`src/rtl/tdm_bypass_pkg.sv`:
```
package tdm_bypass_pkg;

  typedef enum logic [1:0] {
    PATH_BYPASS = 2'd0,
    PATH_PROC   = 2'd1,
    PATH_IDLE   = 2'd2
  } path_e;

  // Route choice for one slot: an unpowered group is always bypassed;
  // in a powered group the odd slot is idle-coded in single-channel setting.
  function automatic path_e pick_path(input logic grp_on, input logic single,
                                      input logic odd);
    if (!grp_on)         return PATH_BYPASS;
    if (single && odd)   return PATH_IDLE;
    return PATH_PROC;
  endfunction

endpackage

```
`src/rtl/tdm_slot_track.sv`:
```
module tdm_slot_track #(
  parameter int NUM_SLOTS  = 32,
  parameter int SLOT_W     = 5,
  parameter int NUM_GROUPS = 16
) (
  input  logic                  clk,
  input  logic                  rst_n,
  input  logic                  acc,
  input  logic                  sof,
  input  logic [NUM_GROUPS-1:0] pwr_cfg,
  input  logic                  single_cfg,
  output logic [SLOT_W-1:0]     slot,
  output logic                  par,
  output logic                  grp_on,
  output logic                  single_on
);

  logic [SLOT_W-1:0]     nxt_q;
  logic                  par_q;
  logic [NUM_GROUPS-1:0] pwr_q;
  logic                  single_q;
  logic [NUM_GROUPS-1:0] pwr_now;

  // A frame boundary restarts the slot count, flips the buffer half and
  // takes a fresh copy of the configuration.
  always_comb begin
    slot      = sof ? '0 : nxt_q;
    par       = sof ? ~par_q : par_q;
    pwr_now   = sof ? pwr_cfg : pwr_q;
    single_on = sof ? single_cfg : single_q;
    grp_on    = pwr_now[slot[SLOT_W-1:1]];
  end

  always_ff @(posedge clk or negedge rst_n) begin
    if (!rst_n) begin
      nxt_q    <= '0;
      par_q    <= 1'b0;
      pwr_q    <= '0;
      single_q <= 1'b0;
    end else if (acc) begin
      if (slot == SLOT_W'(NUM_SLOTS - 1)) nxt_q <= '0;
      else                                nxt_q <= slot + SLOT_W'(1);
      par_q    <= par;
      pwr_q    <= pwr_now;
      single_q <= single_on;
    end
  end

endmodule

```
`src/rtl/tdm_delay_store.sv`:
```
module tdm_delay_store #(
  parameter int W      = 8,
  parameter int SLOT_W = 5
) (
  input  logic              clk,
  input  logic              rst_n,
  input  logic              we,
  input  logic              par,
  input  logic [SLOT_W-1:0] slot,
  input  logic [W-1:0]      wdata,
  output logic [W-1:0]      rdata
);

  localparam int DEPTH = 2 * (1 << SLOT_W);

  logic [W-1:0]      mem [DEPTH];
  logic [SLOT_W:0]   addr;

  assign addr  = {par, slot};
  // Read before write: the entry still holds the sample from two frames ago.
  assign rdata = mem[addr];

  always_ff @(posedge clk or negedge rst_n) begin
    if (!rst_n) begin
      for (int i = 0; i < DEPTH; i++) mem[i] <= '0;
    end else if (we) begin
      mem[addr] <= wdata;
    end
  end

endmodule

```
`src/rtl/tdm_slot_select.sv`:
```
module tdm_slot_select
  import tdm_bypass_pkg::*;
#(
  parameter int           W    = 8,
  parameter logic [W-1:0] IDLE = 8'hD5
) (
  input  path_e        path,
  input  logic [W-1:0] delayed,
  output logic [W-1:0] sample
);

  // Stand-in for the cancellation stage: same latency, value unchanged.
  function automatic logic [W-1:0] proc_stub(input logic [W-1:0] x);
    return x;
  endfunction

  always_comb begin
    case (path)
      PATH_BYPASS: sample = delayed;
      PATH_PROC:   sample = proc_stub(delayed);
      default:     sample = IDLE;
    endcase
  end

endmodule

```
`src/rtl/tdm_group_bypass.sv`:
```
module tdm_group_bypass
  import tdm_bypass_pkg::*;
#(
  parameter int           NUM_SLOTS = 32,
  parameter int           W         = 8,
  parameter logic [W-1:0] IDLE_CODE = 8'hD5
) (
  input  logic                   clk,
  input  logic                   rst_n,
  input  logic [NUM_SLOTS/2-1:0] pwr_up,
  input  logic                   single_ch,
  input  logic                   in_valid,
  output logic                   in_ready,
  input  logic                   in_sof,
  input  logic [W-1:0]           rin,
  input  logic [W-1:0]           sin,
  output logic                   out_valid,
  input  logic                   out_ready,
  output logic                   out_sof,
  output logic [W-1:0]           rout,
  output logic [W-1:0]           sout
);

  localparam int SLOT_W     = $clog2(NUM_SLOTS);
  localparam int NUM_GROUPS = NUM_SLOTS / 2;
  localparam int NUM_DIRS   = 2;

  logic              acc;
  logic [SLOT_W-1:0] trk_slot;
  logic              trk_par;
  logic              trk_on;
  logic              trk_single;
  path_e             path;

  logic [W-1:0] d_in  [NUM_DIRS];
  logic [W-1:0] d_old [NUM_DIRS];
  logic [W-1:0] d_out [NUM_DIRS];

  logic         ov_q, osof_q;
  logic [W-1:0] or_q, os_q;

  assign in_ready = !ov_q || out_ready;
  assign acc      = in_valid && in_ready;

  tdm_slot_track #(
    .NUM_SLOTS (NUM_SLOTS),
    .SLOT_W    (SLOT_W),
    .NUM_GROUPS(NUM_GROUPS)
  ) u_track (
    .clk       (clk),
    .rst_n     (rst_n),
    .acc       (acc),
    .sof       (in_sof),
    .pwr_cfg   (pwr_up),
    .single_cfg(single_ch),
    .slot      (trk_slot),
    .par       (trk_par),
    .grp_on    (trk_on),
    .single_on (trk_single)
  );

  assign path     = pick_path(trk_on, trk_single, trk_slot[0]);
  assign d_in[0]  = rin;
  assign d_in[1]  = sin;

  for (genvar d = 0; d < NUM_DIRS; d++) begin : g_dir
    tdm_delay_store #(.W(W), .SLOT_W(SLOT_W)) u_store (
      .clk  (clk),
      .rst_n(rst_n),
      .we   (acc),
      .par  (trk_par),
      .slot (trk_slot),
      .wdata(d_in[d]),
      .rdata(d_old[d])
    );
    tdm_slot_select #(.W(W), .IDLE(IDLE_CODE)) u_sel (
      .path   (path),
      .delayed(d_old[d]),
      .sample (d_out[d])
    );
  end

  always_ff @(posedge clk or negedge rst_n) begin
    if (!rst_n) begin
      ov_q   <= 1'b0;
      osof_q <= 1'b0;
      or_q   <= '0;
      os_q   <= '0;
    end else if (acc) begin
      ov_q   <= 1'b1;
      osof_q <= (trk_slot == '0);
      or_q   <= d_out[0];
      os_q   <= d_out[1];
    end else if (out_ready) begin
      ov_q   <= 1'b0;
    end
  end

  assign out_valid = ov_q;
  assign out_sof   = osof_q;
  assign rout      = or_q;
  assign sout      = os_q;

endmodule

```
`config.mk`:
```
export PLATFORM = sky130hd
export DESIGN_NAME = tdm_group_bypass
export DESIGN_NICKNAME = d
export VERILOG_FILES = /design/src/rtl/tdm_bypass_pkg.sv /design/src/rtl/tdm_slot_track.sv /design/src/rtl/tdm_delay_store.sv /design/src/rtl/tdm_slot_select.sv /design/src/rtl/tdm_group_bypass.sv
export SDC_FILE = /design/constraint.sdc
export NUM_CORES = 2
export LEC_CHECK = 0
export BUFFER_PORTS_ARGS = -buffer_cell sky130_fd_sc_hd__buf_2
export CAP_MARGIN = 10
export CORE_MARGIN = 3
export CORE_UTILIZATION = 30
export CTS_CLUSTER_DIAMETER = 60
export CTS_CLUSTER_SIZE = 25
export DETAILED_ROUTE_END_ITERATION = 10
export GPL_TIMING_DRIVEN = 0
export PLACE_DENSITY = 0.52
export SETUP_SLACK_MARGIN = 0.02
export SKIP_CTS_REPAIR_TIMING = 1
export SYNTH_ARGS = -nofsm -noshare
export SYNTH_HDL_FRONTEND = slang
export SYNTH_SLANG_ARGS = --single-unit
```
`constraint.sdc`:
```
create_clock -name clk -period 3.2 [get_ports clk]
set_input_delay 0.64 -clock clk [delete_from_list [all_inputs] [get_ports clk]]
set_output_delay 0.64 -clock clk [all_outputs]
set_load 0.02 [all_outputs]
```
==> impl_metrics.py <==
metrics = {
    "sta": {
        "grt_setup_unrepaired": "true",
        "tightest_slew_ps": 1310,
        "slew_viol_final": 0,
        "relSlewSlack": 0.126,
        "finalHoldViolCount": 0,
        "timing.final.crit_period_ps": 3330,
        "fmax_mhz": 300,
        "fin_crit_sh": 1.04,
        "skew_ps": 57.2,
        "setup_violations": 84,
        "layout_setup_ws_ps": -132,
    },
    "grt": {
        "grt_max_degree": 163,
        "grt-ovfl-total": 0,
        "first_global_vias": 34257,
        "antenna_found_initial": 15,
        "grt_pass1_wl_um": 294000,
        "grt_usage": 0.252,
    },
    "clock_network": {
        "htreeDepth": 3,
        "cts_tree": "built",
        "clkSlewWorstSetupHoldPaths_ps": 80,
        "cts.sinks": 1065,
        "clock_path_buffers": 3,
        "insertion_delay_ps": 770,
        "clockRootBuffer": "clkbuf_16",
        "cts_inserted_buffers": 97,
    },
    "power_and_ir_drop": {
        "leakagePower_nw": 27.0,
        "powerDensity_nw_per_um2": 670,
        "ir_drop_mv": 0.478,
    },
    "place": {
        "dp_cells": 5813,
        "io_buffer_count": 40,
        "gp_congestion": 0.944,
        "dpl_cell_area_um2": 52600,
        "place_hpwl_um": 149000,
    },
    "drt": {
        "ant_nets": 0,
        "wl_um": 217000,
        "wl_met1_um": 90100,
        "topRoutingLayerUsed": "met5",
        "avgRoutedWirePerCell_um": 36.0,
        "drc": 0,
        "wl_met2_um": 93300,
        "drt-initial-drc-count": 4121,
        "viasPerCell": 5.73,
        "vias": 34535,
        "dr.pass1.iters": 10,
        "wl_met3_um": 21500,
    },
    "setup_path": {
        "crit_fanout": 10,
        "rr_worst_depth": 8,
        "regToRegStartpoint": "u_track.nxt_q[0]$_DFFE_PN0P_",
        "crit_required_ps": 3800,
        "max_stage_delay_ps": 550,
        "setup.worst_path.class": "in2reg",
        "endpoint_kind": "register",
        "slowest_stage": "buf_2",
        "critPathLaunchType": "input pin",
        "crit-reg2reg-capture": "sout[1]$_DFFE_PN0P_",
        "worstPathArrival_ps": 3930,
        "crit_path_cell_trace": "buf_2, buf_6, buf_6, buf_2, clkbuf_4, clkbuf_2, buf_8, buf_2, o21ai_0, a32oi_2, a31oi_1",
        "crit_top_cell": "buf_2",
        "r2r_slack_ps": -130,
    },
    "yosys": {
        "synth_most_common_cell": "dfrtp_1",
        "synth_top_area_share": 0.542,
        "synth_cell_types": 87,
        "syn_nets": 3620,
        "postSynthCellCount": 3579,
        "ys.flop_type": "dfrtp_1",
        "synth.area.top_cells": "dfrtp_1 54%, mux2_2 24%, mux2i_1 4.5%, mux2_4 1.5%, mux4_2 1.5%",
        "synth_common_cells": "1065 x dfrtp_1, 1060 x mux2_2, 221 x mux2i_1, 147 x clkbuf_1, 93 x buf_2",
        "synth_area_per_cell_um2": 13.8,
        "ys_warn_count": 0,
        "mappedNetlistArea_um2": 49200,
        "async_reset_ff_frac": 1.00,
        "ys_seq_area_frac": 0.542,
        "synth-edff-count": 0,
        "synth_top_area_cell": "dfrtp_1",
        "synth.ff_latch_count": 1065,
    },
    "die": {
        "die_h_um": 411,
        "initial_utilization": 0.302,
        "design.core.area_um2": 163000,
        "io-pin-count": 57,
        "dieArea_um2": 169000,
        "die-width_um": 411,
        "rows": 148,
    },
    "job": {
        "maxCapViolations": 0,
    },
    "cells_and_area": {
        "drive_gt1_frac": 0.444,
        "multi_input_area_um2": 21300,
        "seqCellArea_um2": 26700,
        "area_growth_pct": 16.2,
        "fin_area_um2": 57200,
        "fill_cells": 16062,
        "final_nets": 3814,
        "postLayoutCoreUtil": 0.351,
        "stdcell_count": 6028,
    },
    "worst_hold_path": {
        "hold_path.class": "in2reg",
        "min_path_cells": 2,
        "hp-start": "pwr_up[11]",
        "hold_end": "u_track.pwr_q[11]$_DFFE_PN0P_",
    },
    "status": {
        "status": "complete, but fails checks",
        "violations": "negative setup slack",
    },
}
per-layer routing:
layer | GRT usage | up-vias
met5 | 0 | -
met4 | 0.126 | 6
met3 | 0.0706 | 489
met1 | 0.340 | 18567
met2 | 0.368 | 1844
li1 | - | 13629
flip-flops by register name, summed over array words and instances, names as in the netlist:
register and cells:
sout 8, u_track.nxt_q 5, u_track.single_q 1, out_valid 1
u_track.pwr_q 16, g_dir.u_store.mem 1024, u_track.par_q 1, out_sof 1
rout 8
final cells by class:
class / count / share of cell area
diodes: 3 / 0.000131
plain buffers: 323 / 0.0359
clock buffers: 103 / 0.0434
clock inverters: 73 / 0.0160
inverters: 8 / 0.000657
multi-input cells: 2178 / 0.373
flip-flops and latches: 1065 / 0.466
well taps: 2175 / 0.0476
repair buffers: 100 / 0.0169
through the flow:
step / hold slack (ps) / TNS [ps] / total power, mW / worst slack (ps)
after detailed placement: 473 / -537260 / 24.8 / -1650
after floorplan: 344 / 0 / 20.1 / 493
after CTS: -169 / -218740 / 37.6 / -1210
after global routing: 125 / -23.2 / 39.0 / -14.9
after global placement: 462 / - / 24.7 / -22980
final: 140 / -6350 / 38.3 / -132
cells by family after synthesis:
group                      Yosys count  synth area share
AOI/OAI and AO/OA                  500            0.0703
xor gates and xnor gates             3          0.000534
adders and majority gates            3          0.000763
buffers and inverters              336            0.0340
DFF                               1065             0.542
muxes                             1376             0.320
and+or+nand+nor                    296            0.0324
cells in the final DEF, fill, tap and decap left out, drive strengths merged, types with 12 or more instances in the layout:
master  count
a221oi     51
nand2      94
clkinv     24
o22ai      85
mux4       32
nor3       21
mux2i     221
buf       260
nand2b     12
a211oi     17
a21oi      87
o221ai     29
nand3      13
inv        42
dfrtp    1065
nor2b      14
a22oi      27
o21ai      82
a31oi      12
clkbuf    265
nor2      102
mux2     1123
how the worst max path moves through the flow:
| stage | end | slack, ps | startpoint |
|---|---|---|---|
| floorplan | g_dir[0].u_store.mem[152]$_DFFE_PN0P_ | 490 | out_ready |
| global placement | g_dir[0].u_store.mem[338]$_DFFE_PN0P_ | -22980 | rst_n |
| detailed placement | sout[7]$_DFFE_PN0P_ | -1650 | in_sof |
| CTS | sout[0]$_DFFE_PN0P_ | -1210 | u_track.nxt_q[2]$_DFFE_PN0P_ |
| global route | g_dir[0].u_store.mem[499]$_DFFE_PN0P_ | -10 | u_track.nxt_q[4]$_DFFE_PN0P_ |
| finish | sout[7]$_DFFE_PN0P_ | -130 | in_sof |
power breakdown:
part / internal [mW] / switching (mW) / total (mW)
Sequential: 14.9 / 0.952 / 15.9
Clock: 6.64 / 6.22 / 12.9
Combinational: 3.12 / 6.45 / 9.57
critical path: cells and delay by family:
kind,cells,cell delay [ps]
buffers and inverters,8,2310
AO/OA/AOI/OAI,3,930
Note: power is estimated with default switching activity, not from simulation.
